--- src/rtl/aux_seq_pkg.sv ---
package aux_seq_pkg;

  typedef enum logic [2:0] {
    RES_OK      = 3'd0,
    RES_BUSY    = 3'd1,
    RES_NODEV   = 3'd2,
    RES_TIMEOUT = 3'd3,
    RES_REMOTE  = 3'd4
  } aux_res_e;

  typedef enum logic [3:0] {
    S_IDLE,
    S_WAIT_FREE,
    S_ACQ,
    S_SINK,
    S_RST,
    S_BACKOFF,
    S_XFER,
    S_FIN
  } aux_state_e;

endpackage

--- src/rtl/aux_seq_timer.sv ---
module aux_seq_timer #(
  parameter int W = 12
) (
  input  logic         clk_i,
  input  logic         rst_ni,
  input  logic         clr_i,
  input  logic [W-1:0] limit_i,
  output logic         hit_o
);

  logic [W-1:0] cnt_q;

  assign hit_o = (cnt_q >= limit_i);

  // saturates at the limit so a long wait never wraps
  always_ff @(posedge clk_i or negedge rst_ni) begin
    if (!rst_ni)       cnt_q <= '0;
    else if (clr_i)    cnt_q <= '0;
    else if (!hit_o)   cnt_q <= cnt_q + 1'b1;
  end

endmodule

--- src/rtl/aux_seq_stage.sv ---
module aux_seq_stage #(
  parameter int NBYTES = 16,
  parameter int AW     = 20,
  parameter int CW     = 4,
  localparam int LW    = $clog2(NBYTES + 1),
  localparam int SW    = $clog2(NBYTES),
  localparam int DW    = 8 * NBYTES
) (
  input  logic          clk_i,
  input  logic          rst_ni,
  input  logic          load_i,
  input  logic          cap_i,
  input  logic [CW-1:0] cmd_i,
  input  logic [AW-1:0] addr_i,
  input  logic [LW-1:0] len_i,
  input  logic [DW-1:0] wdata_i,
  input  logic [DW-1:0] rx_i,
  output logic          is_read_o,
  output logic [AW-1:0] ch_addr_o,
  output logic [CW-1:0] ch_cmd_o,
  output logic [SW-1:0] ch_size_o,
  output logic [DW-1:0] ch_wdata_o,
  output logic [DW-1:0] rdata_o
);

  logic [LW-1:0] len_q;
  logic [LW-1:0] len_m1;

  assign len_m1    = len_i - LW'(1);
  assign is_read_o = ch_cmd_o[0];

  always_ff @(posedge clk_i or negedge rst_ni) begin
    if (!rst_ni) begin
      ch_addr_o  <= '0;
      ch_cmd_o   <= '0;
      ch_size_o  <= '0;
      ch_wdata_o <= '0;
      len_q      <= '0;
    end else if (load_i) begin
      ch_addr_o <= addr_i;
      ch_cmd_o  <= cmd_i;
      ch_size_o <= len_m1[SW-1:0];
      len_q     <= len_i;
      if (!cmd_i[0]) ch_wdata_o <= wdata_i;
    end
  end

  // per-byte capture with masking beyond the requested count
  for (genvar b = 0; b < NBYTES; b++) begin : g_rx
    logic [7:0] byte_q;
    always_ff @(posedge clk_i or negedge rst_ni) begin
      if (!rst_ni)     byte_q <= '0;
      else if (load_i) byte_q <= '0;
      else if (cap_i)  byte_q <= (LW'(b) < len_q) ? rx_i[8*b +: 8] : 8'h00;
    end
    assign rdata_o[8*b +: 8] = byte_q;
  end

endmodule

--- src/rtl/aux_seq_ctrl.sv ---
module aux_seq_ctrl
  import aux_seq_pkg::*;
#(
  parameter int TO_CYC    = 4000,
  parameter int BO_CYC    = 1600,
  parameter int MAX_TRIES = 32,
  parameter int TW        = 12,
  localparam int NW       = $clog2(MAX_TRIES + 1)
) (
  input  logic          clk_i,
  input  logic          rst_ni,
  input  logic          start_i,
  input  logic          is_read_i,
  input  logic          ch_busy_i,
  input  logic          ch_gnt_i,
  input  logic          sink_i,
  input  logic          xfer_done_i,
  input  logic          err_any_i,
  input  logic          tmr_hit_i,
  output logic          tmr_clr_o,
  output logic [TW-1:0] tmr_limit_o,
  output logic          load_o,
  output logic          cap_o,
  output logic          ch_req_o,
  output logic          ch_rst_o,
  output logic          ch_go_o,
  output logic          busy_o,
  output logic          done_o,
  output logic [2:0]    status_o
);

  aux_state_e    state_q, state_d;
  aux_res_e      res_q, res_d;
  logic [NW-1:0] tries_q, tries_d;

  always_comb begin
    state_d = state_q;
    res_d   = res_q;
    tries_d = tries_q;
    load_o  = 1'b0;
    cap_o   = 1'b0;
    unique case (state_q)
      S_IDLE: begin
        if (start_i) begin
          load_o  = 1'b1;
          tries_d = '0;
          state_d = S_WAIT_FREE;
        end
      end
      S_WAIT_FREE: begin
        if (!ch_busy_i) begin
          state_d = S_ACQ;
        end else if (tmr_hit_i) begin
          res_d   = RES_BUSY;
          state_d = S_FIN;
        end
      end
      S_ACQ: begin
        if (ch_gnt_i) begin
          state_d = S_SINK;
        end else if (tmr_hit_i) begin
          res_d   = RES_BUSY;
          state_d = S_FIN;
        end
      end
      S_SINK: begin
        if (!sink_i) begin
          res_d   = RES_NODEV;
          state_d = S_FIN;
        end else begin
          state_d = S_RST;
        end
      end
      S_RST: begin
        state_d = (tries_q != '0) ? S_BACKOFF : S_XFER;
      end
      S_BACKOFF: begin
        if (tmr_hit_i) state_d = S_XFER;
      end
      S_XFER: begin
        // completion wins over an expiry in the same cycle
        if (xfer_done_i) begin
          if (!err_any_i) begin
            cap_o   = is_read_i;
            res_d   = RES_OK;
            state_d = S_FIN;
          end else if (tries_q == NW'(MAX_TRIES - 1)) begin
            res_d   = RES_REMOTE;
            state_d = S_FIN;
          end else begin
            tries_d = tries_q + 1'b1;
            state_d = S_RST;
          end
        end else if (tmr_hit_i) begin
          res_d   = RES_TIMEOUT;
          state_d = S_FIN;
        end
      end
      S_FIN:   state_d = S_IDLE;
      default: state_d = S_IDLE;
    endcase
  end

  always_ff @(posedge clk_i or negedge rst_ni) begin
    if (!rst_ni) begin
      state_q <= S_IDLE;
      res_q   <= RES_OK;
      tries_q <= '0;
    end else begin
      state_q <= state_d;
      res_q   <= res_d;
      tries_q <= tries_d;
    end
  end

  assign tmr_clr_o   = (state_d != state_q);
  assign tmr_limit_o = (state_q == S_BACKOFF) ? TW'(BO_CYC) : TW'(TO_CYC);

  assign ch_req_o = (state_q == S_ACQ) || (state_q == S_SINK) || (state_q == S_RST) ||
                    (state_q == S_BACKOFF) || (state_q == S_XFER);
  assign ch_rst_o = (state_q == S_RST);
  assign ch_go_o  = (state_q == S_XFER);
  assign busy_o   = (state_q != S_IDLE);
  assign done_o   = (state_q == S_FIN);
  assign status_o = res_q;

endmodule

--- src/rtl/aux_seq.sv ---
module aux_seq #(
  parameter int CYC_PER_US = 4,
  parameter int TIMEOUT_US = 1000,
  parameter int BACKOFF_US = 400,
  parameter int MAX_TRIES  = 32,
  parameter int NBYTES     = 16,
  parameter int AW         = 20,
  parameter int CW         = 4,
  parameter int EW         = 8,
  localparam int LW        = $clog2(NBYTES + 1),
  localparam int SW        = $clog2(NBYTES),
  localparam int DW        = 8 * NBYTES
) (
  input  logic          clk_i,
  input  logic          rst_ni,
  input  logic          start_i,
  input  logic [CW-1:0] cmd_i,
  input  logic [AW-1:0] addr_i,
  input  logic [LW-1:0] len_i,
  input  logic [DW-1:0] wdata_i,
  output logic          busy_o,
  output logic          done_o,
  output logic [2:0]    status_o,
  output logic [DW-1:0] rdata_o,
  input  logic          ch_busy_i,
  output logic          ch_req_o,
  input  logic          ch_gnt_i,
  input  logic          sink_present_i,
  output logic          ch_rst_o,
  output logic          ch_go_o,
  input  logic          ch_done_i,
  input  logic [EW-1:0] ch_err_i,
  input  logic [DW-1:0] ch_rx_i,
  output logic [AW-1:0] ch_addr_o,
  output logic [CW-1:0] ch_cmd_o,
  output logic [SW-1:0] ch_size_o,
  output logic [DW-1:0] ch_wdata_o
);

  localparam int TO_CYC = TIMEOUT_US * CYC_PER_US;
  localparam int BO_CYC = BACKOFF_US * CYC_PER_US;
  localparam int TW     = $clog2(((TO_CYC > BO_CYC) ? TO_CYC : BO_CYC) + 1);

  logic          load, cap, is_read;
  logic          tmr_clr, tmr_hit;
  logic [TW-1:0] tmr_limit;

  aux_seq_timer #(.W(TW)) u_timer (
    .clk_i   (clk_i),
    .rst_ni  (rst_ni),
    .clr_i   (tmr_clr),
    .limit_i (tmr_limit),
    .hit_o   (tmr_hit)
  );

  aux_seq_stage #(.NBYTES(NBYTES), .AW(AW), .CW(CW)) u_stage (
    .clk_i      (clk_i),
    .rst_ni     (rst_ni),
    .load_i     (load),
    .cap_i      (cap),
    .cmd_i      (cmd_i),
    .addr_i     (addr_i),
    .len_i      (len_i),
    .wdata_i    (wdata_i),
    .rx_i       (ch_rx_i),
    .is_read_o  (is_read),
    .ch_addr_o  (ch_addr_o),
    .ch_cmd_o   (ch_cmd_o),
    .ch_size_o  (ch_size_o),
    .ch_wdata_o (ch_wdata_o),
    .rdata_o    (rdata_o)
  );

  aux_seq_ctrl #(
    .TO_CYC    (TO_CYC),
    .BO_CYC    (BO_CYC),
    .MAX_TRIES (MAX_TRIES),
    .TW        (TW)
  ) u_ctrl (
    .clk_i       (clk_i),
    .rst_ni      (rst_ni),
    .start_i     (start_i),
    .is_read_i   (is_read),
    .ch_busy_i   (ch_busy_i),
    .ch_gnt_i    (ch_gnt_i),
    .sink_i      (sink_present_i),
    .xfer_done_i (ch_done_i),
    .err_any_i   (|ch_err_i),
    .tmr_hit_i   (tmr_hit),
    .tmr_clr_o   (tmr_clr),
    .tmr_limit_o (tmr_limit),
    .load_o      (load),
    .cap_o       (cap),
    .ch_req_o    (ch_req_o),
    .ch_rst_o    (ch_rst_o),
    .ch_go_o     (ch_go_o),
    .busy_o      (busy_o),
    .done_o      (done_o),
    .status_o    (status_o)
  );

endmodule

--- config.mk ---
export PLATFORM = sky130hd
export DESIGN_NAME = aux_seq
export DESIGN_NICKNAME = d
export VERILOG_FILES = /design/src/rtl/aux_seq_pkg.sv /design/src/rtl/aux_seq_timer.sv /design/src/rtl/aux_seq_stage.sv /design/src/rtl/aux_seq_ctrl.sv /design/src/rtl/aux_seq.sv
export SDC_FILE = /design/constraint.sdc
export NUM_CORES = 1
export LEC_CHECK = 0
export BUFFER_PORTS_ARGS = -buffer_cell sky130_fd_sc_hd__buf_2
export CAP_MARGIN = 30
export CORE_AREA = 4 4 229 231
export DETAILED_ROUTE_END_ITERATION = 10
export DIE_AREA = 0 0 233 235
export PLACE_DENSITY_LB_ADDON = 0.1
export SYNTH_ARGS = -nofsm -noshare
export SYNTH_HDL_FRONTEND = slang
export SYNTH_SLANG_ARGS = --single-unit
--- constraint.sdc ---
create_clock -name clk_i -period 7.6 [get_ports clk_i]
set_clock_uncertainty 0.15 [all_clocks]
set_input_delay 0.38 -clock clk_i [delete_from_list [all_inputs] [get_ports clk_i]]
set_output_delay 0.38 -clock clk_i [all_outputs]
set_load 0.03 [all_outputs]
After elaboration in Yosys (flattened, before gate mapping)
Index checks and enable logic that the tools add are counted.
Operators by class
  eq/ne operators: 19
  bitwise operators: 1
  muxes and demuxes: 81
  reductions and logical operators: 14
  $add $sub $neg: 3
  order comparisons: 17
Operator list (number)
  2-to-1 mux 8 bit: 48
  < comparator 4 x 5 -> 1 bit, first input constant: 8
  2-to-1 mux 12 bit: 3
  2-to-1 mux 4 bit: 7
  case mux 4 bit (7 select lines): 1
  2-to-1 mux 3 bit: 8
  2-to-1 mux 6 bit: 4
  < comparator 3 x 5 -> 1 bit, first input constant: 4
  equality test 4 x 3 -> 1 bit, second input constant: 4
  adder 12 x 1 -> 12 bit, second input constant: 1
  greater-or-equal comparator 12 bit: 1
  != test 2 bit, second input constant: 6
  case mux 3 bit (4 select lines): 1
  case mux 6 bit (2 select lines): 1
  < comparator 1 x 5 -> 1 bit, first input constant: 2
  < comparator 2 x 5 -> 1 bit, first input constant: 2
  equality test 4 x 2 -> 1 bit, second input constant: 2
  nonzero test 4 bit: 2
  OR reduction 8 bit: 1
  adder 6 x 1 -> 6 bit, second input constant: 1
  equality test 6 x 5 -> 1 bit, second input constant: 1
  2-to-1 mux 2 bit: 3
  AND reduction 6 bit: 1
  nonzero test 6 bit: 1
  other kinds (13): 22
Word-level totals
  output and inout bits: 292
  input port bits: 300
  word-level logic and storage cells: 160
  bits in registers: 314

Longest topological paths before layout
  depth after elaboration: 8
  depth in mapped cells: 11
  gate-level depth less buffers: 9

By module
From an unflattened synthesis, not the netlist that was laid out.
Unflattened totals
  cells, all modules: 944
  area total of the unflattened synthesis: 13035.0 um^2
Modules (own cells, without submodules)
  aux_seq_stage: cells each 702, instances 1, sequential area each 7231.9 um^2, area an instance 10880.4 um^2
  aux_seq_ctrl: cells each 131, instances 1, sequential area each 325.3 um^2, area an instance 1156.1 um^2
  aux_seq_timer: cells each 108, instances 1, sequential area each 300.3 um^2, area an instance 982.2 um^2
  aux_seq: cells each 3, instances 1, sequential area each 0.0 um^2, area an instance 16.3 um^2

Worst setup path after synthesis
OpenSTA, ideal clock, no wires.
  path type: reg-to-reg
  start point: register u_ctrl.state_q[1]
  end point: register u_timer.cnt_q[0]
  data arrival time: 2.797 ns
  cell stages (with the launch flop): 12
  required time: 7.364 ns
  library setup time: 0.086 ns
  path slack: 4.567 ns
  cell sequence: dfrtp_1 > buf_2 > and4bb_2 > inv_1 > ha_1 > nor4b_1 > a221o_1 > maj3_1 > a21oi_4 > o2111ai_1 > buf_2 > nor3_1
On the way
  cells in the longest elaborated chain, start to end: 8
  elaborated cells on any way between the ends: 19
RTL lines
  start, declared: RTL line aux_seq_ctrl.sv:32  | aux_state_e state_q, state_d;
  start signal, assigned: RTL line aux_seq_ctrl.sv:110  | state_q <= state_d;
  equality test 4 x 3 -> 1 bit: RTL line aux_seq_ctrl.sv:42, aux_seq_ctrl.sv:117
  2-to-1 mux 12 bit: RTL line aux_seq_ctrl.sv:117  | assign tmr_limit_o = (state_q == S_BACKOFF) ? TW'(BO_CYC) : TW'(TO_CYC);
  greater-or-equal comparator 12 bit: RTL line aux_seq_timer.sv:13  | assign hit_o = (cnt_q >= limit_i);
  2-to-1 mux 4 bit: RTL line aux_seq_ctrl.sv:53, aux_seq_ctrl.sv:61, aux_seq_ctrl.sv:94
  2-to-1 mux 4 bit (on tied branches): RTL line aux_seq_ctrl.sv:82, aux_seq_ctrl.sv:51, aux_seq_ctrl.sv:59
  case mux 4 bit (7 select lines): RTL line aux_seq_ctrl.sv:42  | unique case (state_q)
  != test 4 bit: RTL line aux_seq_ctrl.sv:116  | assign tmr_clr_o = (state_d != state_q);
  != test 2 bit (no line) / 2-to-1 mux 12 bit (equally long branches)
  end signal, assigned: RTL line aux_seq_timer.sv:19  | else if (!hit_o) cnt_q <= cnt_q + 1'b1;
  end, declared: RTL line aux_seq_timer.sv:11  | logic [W-1:0] cnt_q;
Several ways; a longest one is shown, not always the timed one.
A chain may end at the register's enable or synchronous reset.

Final worst setup path
  start point: register u_ctrl.state_q[1]
  end point: register u_timer.cnt_q[7]
Same word-level chain as after synthesis.

==> impl_metrics.env <==
export IMPL_dpl_hpwl_mm=36.05
export IMPL_dr_pass1_iters=4
export IMPL_grt_pass1_wl_mm=73.50
export IMPL_wl_mm=48.96
export IMPL_drv_slew=0
export IMPL_critPathMaxStageDelay_ps=570
export IMPL_synth_top_cell_area_share_pct=63.26
export IMPL_min_period_ps=3763
export IMPL_worst_skew_pair_late_latency_ps=530
export IMPL_final_core_util_pct=40.54
export IMPL_core_rowCount=82
export IMPL_h_tree_depth=2
export IMPL_async_flop_share_pct=100.0
export IMPL_crit_required_ps=7880
export IMPL_period_share_pct=49.51
export IMPL_die_w_um=233
export IMPL_cp_slowest_cell="maj3_1"
export IMPL_cp_max_fo=18
export IMPL_max_freq_mhz=265.7
export IMPL_drc_errors=0
export IMPL_grt_antenna_before_repair=6
export IMPL_wl_per_cell_um=19.34
export IMPL_grt_pass1_vias=11900
export IMPL_start_util_pct=24.81
export IMPL_max_cap_viol_count=0
export IMPL_grt_use_total_pct=17.31
export IMPL_post_cts_resized=0
export IMPL_cts_inserted_buffers=39
export IMPL_synthesis_instances=950
export IMPL_yosysMostFrequentCell="dfrtp_1"
export IMPL_vias=11020
export IMPL_synth_edf_count=0
export IMPL_dp_cells=2173
export IMPL_cts_max_path_buffers=3
export IMPL_syn_nets=1257
export IMPL_clkTransAtPathRegs_ps=50
export IMPL_yosys_cell_types_count=64
export IMPL_hold_path_class="in2reg"
export IMPL_synth_flop_cell="dfrtp_1"
export IMPL_nFillCells=4950
export IMPL_drtIter0Drc=465
export IMPL_hold_violations=0
export IMPL_worstSetupPathType="reg2reg"
export IMPL_synth_top_area_cell="dfrtp_1"
export IMPL_avgSynthCellArea_um2=13.08
export IMPL_postCtsSetupBuffers=0
export IMPL_ioPinCount=592
export IMPL_ys_top_cells_by_area="dfrtp_1, mux2_2, a22o_1"
export IMPL_ys_seq_elements=314
export IMPL_coreArea_um2=50070
export IMPL_cp_data_arrival_time_ps=4050
export IMPL_synth_seq_area_share_pct=63.26
export IMPL_ant_nets=0
export IMPL_tightest_slew_ps=942.9
export IMPL_grt_overflow_total=0
export IMPL_final_setup_tns_ps=0
export IMPL_rsz0062_at_grt="false"
export IMPL_cts_sinks=314
export IMPL_grt_start_max_net_pins=151
export IMPL_cp_end_kind="flop"
export IMPL_synthToLayoutAreaGrowth_pct=63.42
export IMPL_max_slew_margin_rel_pct=36.91
export IMPL_clockRootBuffer="clkbuf_16"
export IMPL_p_leak_nw=10.24
export IMPL_die_area_um2=54760
export IMPL_cts_tree="done"
export IMPL_layoutNonFillerInstCount=2531
export IMPL_crit_path_start_kind="flop"
export IMPL_dieHeight_um=235
export IMPL_yosysWarnings=0
export IMPL_crit_chain="and4bb_2 > inv_1 > ha_1 > nor4b_1 > a221o_1 > maj3_1 > a21oi_4 > o2111ai_1 > buf_4 > nor3_1"
export IMPL_synthesis_area_um2=12420
export IMPL_ir_drop_mv=0.1554
export IMPL_setup_viol=0
export IMPL_viasPerCell=4.352
export IMPL_outcome="finished clean"
export IMPL_synth_commonest_cells="dfrtp_1, mux2_2, nand2_1"
export IMPL_power_density_nw_per_um2=285.8
export IMPL_finalNetCount=2135
export IMPL_layout_drive_gt1_share_pct=43.96
export IMPL_port_buffer_count=591
export IMPL_gp_congestion=0.7647
-- path summary, 6_finish.rpt --
kind,from,to,slack [ps],depth (start not counted)
worst max-delay path,u_ctrl.state_q[1]$_DFF_PN0_,u_timer.cnt_q[7]$_DFFE_PN0P_,3840,10
worst min-delay path,ch_done_i,u_ctrl.status_o[1]$_DFFE_PN0P_,130,4
worst max register to register,u_ctrl.state_q[1]$_DFF_PN0_,u_timer.cnt_q[7]$_DFFE_PN0P_,3840,10
worst min register to register,u_stage.ch_addr_o[0]$_DFFE_PN0P_,u_stage.ch_addr_o[0]$_DFFE_PN0P_,320,2
max in group asynchronous,rst_ni,u_timer.cnt_q[3]$_DFFE_PN0P_,5240,4
min in group asynchronous,rst_ni,u_stage.g_rx[8].byte_q[2]$_DFFE_PN0P_,230,2
-- report_power, final --
part / switching [mW] / leakage [nW] / internal [mW] / total [mW]
combinational: 1.15 / 5.58 / 0.624 / 1.78
clock: 0.729 / 0.612 / 1.12 / 1.85
sequential: 0.182 / 4.05 / 1.99 / 2.17
total: 2.06 / 10.2 / 3.74 / 5.80
-- registers in the layout, summed over array words and instances (netlist names) --
name                 cells
u_ctrl.status_o          3
u_stage.ch_wdata_o     128
u_ctrl.tries_q           6
u_ctrl.state_q           4
u_stage.g_rx.byte_q    128
u_timer.cnt_q           12
u_stage.len_q            5
u_stage.ch_addr_o       20
u_stage.ch_size_o        4
u_stage.ch_cmd_o         4
-- per-stage QoR --
step	power [mW]	hold WS, ps	area, um^2	setup WS [ps]
CTS	5.904	82.80	20290	3790
global placement	3.861	220.3	16090	3705
global route	6.093	135.7	20300	3546
detailed placement	3.877	213.2	16160	3826
floorplan	3.213	-65.59	12420	4567
finish	5.802	125.8	20300	3837
-- cell type report --
type,count,area (um^2),share of cell area [%]
sequential,314,7858,38.71
timing repair buffer,889,5973,29.43
multi-input combinational,567,4290,21.14
clock buffer,56,1120,5.516
tap,672,840.8,4.142
clock inverter,11,141.4,0.6965
inverter,17,63.81,0.3143
antenna,5,12.51,0.06164
-- per-layer routing --
layer / GRT usage [%] / part of all wire [%] / vias up
met3: 4.494 / 7.0 / 76
met2: 31.29 / 51 / 382
met4: 6.013 / 3.0 / 2
met5: 0 / 0.027 / -
met1: 19.63 / 39 / 5405
li1: - / - / 5150
-- worst max-delay path: cells and delay by family, from the launching register on --
kind	cells	cell delay, ps
AO/OA/AOI/OAI	3	950
adder cells (fa/ha/maj)	2	860
buffers and inverters	2	330
AND/OR/NAND/NOR	3	800
flip-flops	1	560
-- logic make-up (layout without fill, tap and decap cells) --
kind of cell | Yosys count | after routing | synth area share, %
DFF | 314 | 314 | 63.26
and+or+nand+nor | 216 | 216 | 8.300
AOI/OAI and AO/OA | 197 | 197 | 12.40
muxes | 129 | 129 | 11.68
buffers and inverters | 69 | 973 | 2.417
xor gates and xnor gates | 16 | 16 | 1.128
adders and majority gates | 8 | 8 | 0.7856
other | 1 | 6 | 0.03019
-- timing repair --
| item | CTS | global route |
|---|---|---|
| hold buffers | 286 | 0 |
| endpoints found under the setup margin | 0 | 0 |
| hold endpoints to repair | 351 | 0 |
-- cell usage in the layout, fill, tap and decap left out, types with 7 or more instances in the layout --
master,n
a21oi_1,21
a22o_1,120
buf_2,590
buf_4,9
clkbuf_1,9
clkbuf_16,39
clkbuf_8,8
dfrtp_1,314
dlygate4sd3_1,286
ha_1,7
inv_1,17
mux2_2,128
nand2_1,121
nor2_1,22
nor3_1,17
o21ai_0,23
xnor2_1,13
(Power assumes the default switching activity.)
